--- config.mk ---
export PLATFORM = sky130hd
export DESIGN_NAME = sdram_seq
export DESIGN_NICKNAME = d
export VERILOG_FILES = /design/src/rtl/sdram_seq_pkg.sv /design/src/rtl/sdram_seq_reftimer.sv /design/src/rtl/sdram_seq_rdcap.sv /design/src/rtl/sdram_seq.sv
export SDC_FILE = /design/constraint.sdc
export NUM_CORES = 1
export LEC_CHECK = 0
export ABC_CLOCK_PERIOD_IN_PS = 2700
export BUFFER_PORTS_ARGS = -buffer_cell sky130_fd_sc_hd__buf_2
export CORE_MARGIN = 1.5
export CORE_UTILIZATION = 45
export CTS_BUF_LIST = sky130_fd_sc_hd__clkbuf_4 sky130_fd_sc_hd__clkbuf_8
export DETAILED_ROUTE_END_ITERATION = 16
export PLACE_DENSITY_LB_ADDON = 0.05
export SLEW_MARGIN = 20
export SYNTH_ARGS = -nofsm -noshare
export SYNTH_HDL_FRONTEND = slang
export SYNTH_SLANG_ARGS = --single-unit
export TNS_END_PERCENT = 30
--- constraint.sdc ---
create_clock -name clk -period 2.7 [get_ports clk]
set_input_delay 0.54 -clock clk [delete_from_list [all_inputs] [get_ports clk]]
set_output_delay 0.54 -clock clk [all_outputs]
set_load 0.02 [all_outputs]
--- src/rtl/sdram_seq_pkg.sv ---
package sdram_seq_pkg;

  typedef enum logic [3:0] {
    CMD_MRS = 4'b0000,
    CMD_REF = 4'b0001,
    CMD_PRE = 4'b0010,
    CMD_ACT = 4'b0011,
    CMD_WR  = 4'b0100,
    CMD_RD  = 4'b0101,
    CMD_NOP = 4'b0111
  } sd_cmd_e;

  typedef enum logic [2:0] {
    S_INIT, S_PRE, S_REF, S_MRS, S_WAIT, S_IDLE, S_ACT, S_RW
  } seq_state_e;

  function automatic logic [1:0] addr_bank(logic [23:0] a);
    return a[23:22];
  endfunction

  function automatic logic [11:0] addr_row(logic [23:0] a);
    return a[21:10];
  endfunction

  function automatic logic [7:0] addr_col(logic [23:0] a);
    return a[9:2];
  endfunction

  // burst length 1, sequential wrap, latency in bits 6:4
  function automatic logic [11:0] mode_word(logic cl3);
    return {5'b0, (cl3 ? 3'd3 : 3'd2), 1'b0, 3'b000};
  endfunction

  function automatic int max3(int a, int b, int c);
    int m;
    m = (a > b) ? a : b;
    return (m > c) ? m : c;
  endfunction

endpackage

--- src/rtl/sdram_seq_reftimer.sv ---
module sdram_seq_reftimer #(
  parameter int REF_INT = 2600
) (
  input  logic clk,
  input  logic rst_n,
  input  logic en,
  input  logic ack,
  output logic pend
);
  localparam int W = $clog2(REF_INT + 1);

  logic [W-1:0] cnt;
  logic         tick;

  assign tick = en && (cnt == W'(REF_INT - 1));

  always_ff @(posedge clk) begin
    if (!rst_n) begin
      cnt  <= '0;
      pend <= 1'b0;
    end else begin
      if (!en || tick) cnt <= '0;
      else             cnt <= cnt + 1'b1;
      if (tick)        pend <= 1'b1;
      else if (ack)    pend <= 1'b0;
    end
  end

  // a second interval must never expire before the first refresh is served
  assert_no_lost_refresh_R8: assert property (@(posedge clk) disable iff (!rst_n)
    pend |-> !tick);

  assert_ack_only_when_due_R9: assert property (@(posedge clk) disable iff (!rst_n)
    ack |-> pend);

endmodule

--- src/rtl/sdram_seq_rdcap.sv ---
module sdram_seq_rdcap #(
  parameter int MAX_CL = 3,
  parameter int DW     = 32
) (
  input  logic          clk,
  input  logic          rst_n,
  input  logic          cl3,
  input  logic          rd_issue,
  input  logic [DW-1:0] dq_in,
  output logic          rsp_valid,
  output logic [DW-1:0] rsp_data
);
  logic [MAX_CL:0] stage;
  logic            take;

  assign take = cl3 ? stage[3] : stage[2];

  always_ff @(posedge clk) begin
    if (!rst_n) begin
      stage     <= '0;
      rsp_valid <= 1'b0;
      rsp_data  <= '0;
    end else begin
      stage     <= {stage[MAX_CL-1:0], rd_issue};
      rsp_valid <= take;
      if (take) rsp_data <= dq_in;
    end
  end

  assert_rsp_cl2_R6: assert property (@(posedge clk) disable iff (!rst_n)
    (rd_issue && !cl3) |-> ##4 rsp_valid);

  assert_rsp_cl3_R6: assert property (@(posedge clk) disable iff (!rst_n)
    (rd_issue && cl3) |-> ##5 rsp_valid);

endmodule

--- src/rtl/sdram_seq.sv ---
module sdram_seq
  import sdram_seq_pkg::*;
#(
  parameter int INIT_CYC = 20000,
  parameter int REF_INT  = 2600,
  parameter int T_RCD    = 3,
  parameter int T_RP     = 3,
  parameter int T_RC     = 10
) (
  input  logic        clk,
  input  logic        rst_n,
  input  logic        cas_lat3,
  input  logic        req_valid,
  output logic        req_ready,
  input  logic        req_write,
  input  logic [23:0] req_addr,
  input  logic [31:0] req_wdata,
  input  logic [3:0]  req_be,
  output logic        rsp_valid,
  output logic [31:0] rsp_rdata,
  output logic        sd_cke,
  output logic        sd_cs_n,
  output logic        sd_ras_n,
  output logic        sd_cas_n,
  output logic        sd_we_n,
  output logic [1:0]  sd_ba,
  output logic [11:0] sd_a,
  output logic [3:0]  sd_dqm,
  output logic [31:0] sd_dq_out,
  output logic        sd_dq_oe,
  input  logic [31:0] sd_dq_in
);
  localparam int T_MRD = 2;
  localparam int CNT_W = $clog2(INIT_CYC + T_RC + T_RCD + T_RP + 8);

  function automatic int rw_gap(logic cl3);
    return max3(T_RC - T_RCD, T_RP + 2, (cl3 ? 3 : 2) + 2);
  endfunction

  seq_state_e       state, st_n, ret, ret_n;
  logic [CNT_W-1:0] cnt, cnt_n;
  logic             ir_cnt, ir_n, init_done, done_n;
  logic             lw;
  logic [23:0]      laddr;
  logic [31:0]      ldata;
  logic [3:0]       lbe;

  // named internal events
  logic             ref_pend, ref_ack, rd_issue, accept;
  sd_cmd_e          cmd_c;
  logic [1:0]       ba_c;
  logic [11:0]      a_c;
  logic [3:0]       dqm_c;
  logic             oe_c;

  logic [3:0]       cmd_q;
  logic [1:0]       ba_q;
  logic [11:0]      a_q;
  logic [3:0]       dqm_q;
  logic [31:0]      dq_q;
  logic             oe_q;

  logic             unused_addr_lo;
  assign unused_addr_lo = ^laddr[1:0];

  assign req_ready = (state == S_IDLE) && init_done && !ref_pend;
  assign accept    = req_valid && req_ready;

  always_comb begin
    st_n     = state;
    ret_n    = ret;
    cnt_n    = cnt;
    ir_n     = ir_cnt;
    done_n   = init_done;
    cmd_c    = CMD_NOP;
    ba_c     = '0;
    a_c      = '0;
    dqm_c    = 4'hF;
    oe_c     = 1'b0;
    ref_ack  = 1'b0;
    rd_issue = 1'b0;
    case (state)
      S_INIT: begin
        if (cnt == '0) st_n = S_PRE;
        else           cnt_n = cnt - 1'b1;
      end
      S_PRE: begin
        cmd_c    = CMD_PRE;
        a_c[10]  = 1'b1;
        cnt_n    = CNT_W'(T_RP - 2);
        ret_n    = S_REF;
        st_n     = S_WAIT;
      end
      S_REF: begin
        cmd_c = CMD_REF;
        cnt_n = CNT_W'(T_RC - 2);
        st_n  = S_WAIT;
        if (init_done) begin
          ret_n   = S_IDLE;
          ref_ack = 1'b1;
        end else if (ir_cnt) begin
          ret_n = S_MRS;
        end else begin
          ir_n  = 1'b1;
          ret_n = S_REF;
        end
      end
      S_MRS: begin
        cmd_c  = CMD_MRS;
        a_c    = mode_word(cas_lat3);
        cnt_n  = CNT_W'(T_MRD - 2);
        ret_n  = S_IDLE;
        done_n = 1'b1;
        st_n   = S_WAIT;
      end
      S_WAIT: begin
        if (cnt == '0) st_n = ret;
        else           cnt_n = cnt - 1'b1;
      end
      S_IDLE: begin
        if (init_done && ref_pend) st_n = S_REF;
        else if (accept)           st_n = S_ACT;
      end
      S_ACT: begin
        cmd_c = CMD_ACT;
        ba_c  = addr_bank(laddr);
        a_c   = addr_row(laddr);
        cnt_n = CNT_W'(T_RCD - 2);
        ret_n = S_RW;
        st_n  = S_WAIT;
      end
      S_RW: begin
        cmd_c    = lw ? CMD_WR : CMD_RD;
        ba_c     = addr_bank(laddr);
        a_c      = {1'b0, 1'b1, 2'b00, addr_col(laddr)};
        dqm_c    = lw ? ~lbe : 4'h0;
        oe_c     = lw;
        rd_issue = !lw;
        cnt_n    = CNT_W'(rw_gap(cas_lat3) - 2);
        ret_n    = S_IDLE;
        st_n     = S_WAIT;
      end
      default: st_n = S_INIT;
    endcase
  end

  always_ff @(posedge clk) begin
    if (!rst_n) begin
      state     <= S_INIT;
      ret       <= S_IDLE;
      cnt       <= CNT_W'(INIT_CYC - 1);
      ir_cnt    <= 1'b0;
      init_done <= 1'b0;
      lw        <= 1'b0;
      laddr     <= '0;
      ldata     <= '0;
      lbe       <= '0;
      cmd_q     <= CMD_NOP;
      ba_q      <= '0;
      a_q       <= '0;
      dqm_q     <= 4'hF;
      dq_q      <= '0;
      oe_q      <= 1'b0;
    end else begin
      state     <= st_n;
      ret       <= ret_n;
      cnt       <= cnt_n;
      ir_cnt    <= ir_n;
      init_done <= done_n;
      if (accept) begin
        lw    <= req_write;
        laddr <= req_addr;
        ldata <= req_wdata;
        lbe   <= req_be;
      end
      cmd_q <= cmd_c;
      ba_q  <= ba_c;
      a_q   <= a_c;
      dqm_q <= dqm_c;
      dq_q  <= oe_c ? ldata : '0;
      oe_q  <= oe_c;
    end
  end

  assign {sd_cs_n, sd_ras_n, sd_cas_n, sd_we_n} = cmd_q;
  assign sd_cke    = 1'b1;
  assign sd_ba     = ba_q;
  assign sd_a      = a_q;
  assign sd_dqm    = dqm_q;
  assign sd_dq_out = dq_q;
  assign sd_dq_oe  = oe_q;

  sdram_seq_reftimer #(.REF_INT(REF_INT)) u_ref (
    .clk  (clk),
    .rst_n(rst_n),
    .en   (init_done),
    .ack  (ref_ack),
    .pend (ref_pend)
  );

  sdram_seq_rdcap #(.MAX_CL(3), .DW(32)) u_cap (
    .clk      (clk),
    .rst_n    (rst_n),
    .cl3      (cas_lat3),
    .rd_issue (rd_issue),
    .dq_in    (sd_dq_in),
    .rsp_valid(rsp_valid),
    .rsp_data (rsp_rdata)
  );

  assert_no_act_before_init_R2: assert property (@(posedge clk) disable iff (!rst_n)
    (cmd_q == CMD_ACT) |-> init_done);

  assert_quiet_after_act_R3: assert property (@(posedge clk) disable iff (!rst_n)
    (cmd_q == CMD_ACT) |=> (cmd_q == CMD_NOP));

  assert_drive_only_on_write_R5: assert property (@(posedge clk) disable iff (!rst_n)
    sd_dq_oe |-> (cmd_q == CMD_WR));

  assert_refresh_wins_R9: assert property (@(posedge clk) disable iff (!rst_n)
    (state == S_IDLE && init_done && ref_pend) |=> (state == S_REF));

  assert_accept_opens_row_R10: assert property (@(posedge clk) disable iff (!rst_n)
    accept |=> (state == S_ACT));

endmodule

* Word-level counts from Yosys, hierarchy flattened
Index checks and enable logic that the tools add are counted.
Storage, ports and cells: register bits 189, latch bits 0, RAM bits 0, memory bits (read-only) 0, logic and storage cells 94, memories kept 0
Operators by class: $add $sub $neg 4, multiply operators 0, divide/modulo/power cells 0, magnitude comparators 1, eq/ne operators 12, shift-type cells 0, multiplexer cells 24, bitwise gates (word level) 3, reduce and logical (&&, ||, !) cells 28
Operators with widths (count):
- one-hot mux 15 bit (5 select lines) | 1
- one-hot mux 10 bit (3 select lines) | 1
- one-hot mux 3 bit (4 select lines) | 2
- two-way mux 3 bit | 6
- zero test 15 bit | 1
- two-way mux 15 bit | 1
- one-hot mux 3 bit (5 select lines) | 1
- subtractor 15 x 1 -> 15 bit, second input constant | 1
- adder 12 x 1 -> 12 bit, second input constant | 1
- == test 12 bit, second input constant | 1
- == test 3 bit, second input constant | 4
- AND reduction 2 bit | 6
- OR reduction 2 bit | 6
- two-way mux 1 bit | 10
- == test 3 x 2 -> 1 bit, second input constant | 2
- inequality test 2 bit, second input constant | 3
- logical AND 1 bit | 5
- nonzero test 5 bit | 1
- OR reduction 5 bit | 1
- two-way mux 4 bit | 1
- NOT 4 bit | 1
- nonzero test 4 bit | 1
- subtractor 3 x 2 -> 4 bit, second input constant | 1
- adder 2 x 2 -> 3 bit, second input constant | 1
- other kinds (10) | 13

* Longest topological paths before layout
depth in word-level cells 7, mapped depth 8, gate-level depth less buffers 6

* Hierarchy
A second synthesis with hierarchy kept.
Second synthesis, totals: cell total of the unflattened synthesis 764, area total of the unflattened synthesis 7020.5 um^2
By module, submodules not included:
- sdram_seq | instances 1, cells an instance 552, area an instance 5003.5 um^2
- sdram_seq_rdcap | instances 1, cells an instance 150, area an instance 1438.9 um^2
- sdram_seq_reftimer | instances 1, cells an instance 62, area an instance 578.1 um^2

* Worst setup path before layout
OpenSTA, ideal clock, no wires.
path type flip-flop to flip-flop, start point register cnt[0], end point register cnt[8], setup time 0.076 ns, arrival time 2.019 ns, data required time 2.624 ns, setup slack 0.605 ns, stages on the path, launching flop included 7, path buffers 0, period minus slack after synthesis 2.095 ns, cell sequence dfxtp_1 > inv_1 > ha_1 > or3b_2 > nand2b_1 > or4_2 > a21boi_0
On the way: word-level cells in the longest chain between the ends 3, elaborated cells between the ends (all ways) 6, classes of those cells add/sub: 1; eq/ne: 1; mux: 2; reduce/logical: 2
RTL lines:
- start, declared | line sdram_seq.sv:41 | logic [CNT_W-1:0] cnt, cnt_n;
- start signal, assigned | line sdram_seq.sv:151 | cnt <= CNT_W'(INIT_CYC - 1);
- start signal, assigned | line sdram_seq.sv:167 | cnt <= cnt_n;
- subtractor 15 x 1 -> 15 bit / zero test 15 bit (equally long branches)
- two-way mux 15 bit / inequality test 2 bit (equally long branches)
- one-hot mux 15 bit (5 select lines) / AND reduction 2 bit (equally long branches)
Parallel ways exist; a longest one is shown, timed or not. The select of a mux whose other input is x is not followed. A chain may end at the register's enable or synchronous reset.

* Final worst setup path
Same ends and word-level chain as after synthesis.

==> flow_summary_export.csv <==
group,metric,value,unit
cts,root_buffer,"clkbuf_8",
worst_hold_path,min-delay-path-class,"in -> reg",
synth,synthCells,772,
detailed_routing,wl,15600,um
sta,skew,0.0109,ns
floorplan,io_pins,187,
placed_design,place_ws,0.405,ns
power,ir_worst_vdd,0.000302,V
sta,hold_viol,0,
sta,max-slew-margin-rel,44.9,%
cts,cts.reportedPaths.clkPinSlew,0.09,ns
sta,final-setup-viol-count,0,
synth,ys_warn_count,0,
detailed_routing,met1_length,6950,um
global_route,grt_start_max_net_pins,60,
layout,drive_gt1_share,25.8,%
sta,period_minus_slack,2.32,ns
setup_path,crit_type,"reg -> reg",
detailed_routing,routed.top_layer,"met4",
synth,syn_area,6670,um^2
synth,async_flop_share,0,%
cts,clockBufferDepth,2,
layout,antenna_cells,0,
detailed_routing,wl_met3,1200,um
global_route,grt-ovfl-total,0,
detailed_routing,dr_total_vias,5704,
sta,layout_setup_ws,0.383,ns
synth,synthesis.nets,872,
detailed_routing,drc_errors,0,
floorplan,die_y,125,um
sta,worst_slew_pin_slew,0.821,ns
floorplan,start_util,46.1,%
synth,synth_area_leaders,"dfxtp_1 (56%), nand2_1 (11%), a21oi_1 (7.7%)",
power,p_leak,0.00322,uW
flow_run,drv_cap,0,
setup_path,arrival,2.71,ns
layout,fill_cells,1350,
synth,ys_types,51,
layout,finish.utilization,56.3,%
placed_design,place_area,7750,um^2
sta,drv_slew,0,
cts,cts_max_level,4,
layout,layout_commonest_cell,"nand2_1",
sta,clock.fmax,432,MHz
layout,final_nets,1037,
cts,cts_setup_buffers,0,
detailed_routing,drt_iter0_drc,259,
synth,yosysTopAreaCellShare,55.8,%
setup_path,crit_path_start_kind,"register",
floorplan,die_area,15600,um^2
detailed_routing,wl_per_cell,13.7,um
cts,postCtsHoldBufs,0,
synth,yosys.area.top_type,"dfxtp_1",
global_route,grt_use_total,20.5,%
synth,avgSynthCellArea,8.64,um^2
cts,insertion_delay,0.46,ns
floorplan,core,14500,um^2
layout,area_delta_synth_final,22.1,%
setup_path,cp.required,3.09,ns
setup_path,critical_path.max_stage_delay,0.67,ns
floorplan,die_x,125,um
placed_design,dp_hpwl,10600,um
cts,cts_tree,"yes",
setup_path,cpMaxStageDelayCell,"or4_2",
cts,numCtsBuffers,17,
power,power_density,575,nW/um^2
detailed_routing,route.met2.wl,7140,um
cts,cts.sink_count,186,
cts,cts_resized,0,
detailed_routing,drtPass1Iterations,4,
placed_design,io_buffers,182,
global_route,first_global_vias,5466,
global_route,grt_first_pass_wirelength,26100,um
detailed_routing,viasPerCell,5.03,
layout,final_cell_mix,"nand2_1 (198), dfxtp_1 (186), buf_2 (182)",
setup_path,worstSetupEndpointType,"register",
placed_design,place_congestion,0.859,
synth,synth-seq-cells,186,
sta,rsz0062_at_grt,"no",
synth,seq_area_frac_synth,55.8,%
outcome,status,"finished clean",
sta,holdWs,0.307,ns
global_route,antenna_found_initial,0,
synth,synth_edf_count,0,
sta,setup_tns,0,ns
layout,fin_area,8150,um^2
setup_path,worst-path-max-fanout,7,
detailed_routing,ant_nets,0,
floorplan,num_rows,44,
setup_path,path_cells,"inv_1 -> ha_1 -> or3b_2 -> nand2b_1 -> or4_2 -> a21boi_0",
synth,synth-main-ff-cell,"dfxtp_1",
sta,post-route-period-util,85.8,%
routing by layer:
metal | global-route usage, % | up-vias
li1 | - | 2906
met1 | 25.1 | 2610
met2 | 33.5 | 167
met3 | 6.92 | 21
met4 | 7.30 | 0
met5 | 0 | -
per-stage QoR:
step / power, uW / instances
final: 4680 / 1134
after global placement: 2930 / 1102
after detailed placement: 2930 / 1102
after floorplan: 2850 / 772
after CTS: 4740 / 1134
after global routing: 4860 / 1134
flip-flops by register name (all words and copies together), names as in the netlist, 12 cells and up:
signal,count
u_cap.rsp_data,32
sd_a,12
sd_dq_out,32
ldata,32
laddr,22
cnt,15
u_ref.cnt,12
worst max-delay path, delay by kind of cell, from the launching register on:
kind                     cells  cell delay [ns]
AND/OR/NAND/NOR              3             1.41
AO/OA/AOI/OAI                1             0.17
buffers and inverters        1             0.12
adder cells (fa/ha/maj)      1             0.20
flip-flops                   1             0.35
path summary, 6_finish.rpt:
| path | start | end | slack [ns] | cells after the start |
|---|---|---|---|---|
| max | cnt[0] | cnt[8] | 0.38 | 6 |
| min | req_addr[22] | laddr[22] | 0.31 | 3 |
| max reg2reg | cnt[0] | cnt[8] | 0.38 | 6 |
| min reg2reg | laddr[22] | sd_ba[0] | 0.44 | 2 |
synth_stat cells, drive strengths merged (2+ instances only):
master	count
nor3b	3
nor2	35
o2111ai	2
o21ai	15
and3	6
inv	11
or3	2
nand3	17
a31oi	2
nor3	8
nand4	6
conb	2
nand2	198
o211ai	5
buf	7
and4	3
ha	3
o31ai	4
o21a	3
or3b	2
nor2b	3
o311ai	3
clkbuf	45
xor2	5
nor4b	4
a21oi	103
nor4	9
nand2b	3
a21boi	3
mux2i	10
nand3b	3
dfxtp	186
or4	11
xnor2	4
and2	35
report_power, final:
part / internal, uW / switching (uW)
clock: 827 / 984
sequential: 2740 / 4.51
combinational: 59.0 / 63.1
cell type report:
type	instances	area [um^2]	share of cell area [%]
Clock inverter	11	109	1.34
Inverter	11	42.5	0.522
Tap cell	184	230	2.83
Timing Repair Buffer	198	1040	12.8
Clock buffer	21	283	3.47
Multi-Input combinational cell	523	2710	33.3
Sequential cell	186	3720	45.7
kinds of logic after synthesis:
logic type	count (synthesis)	share of synthesized area, %
flops	186	55.8
xor+xnor	9	1.18
other cells	2	0.113
fa+ha+maj	3	0.563
simple gates	351	24.6
compound gates	147	12.3
mux	11	1.67
buf+inv	63	3.73
(Power assumes the default switching activity.)
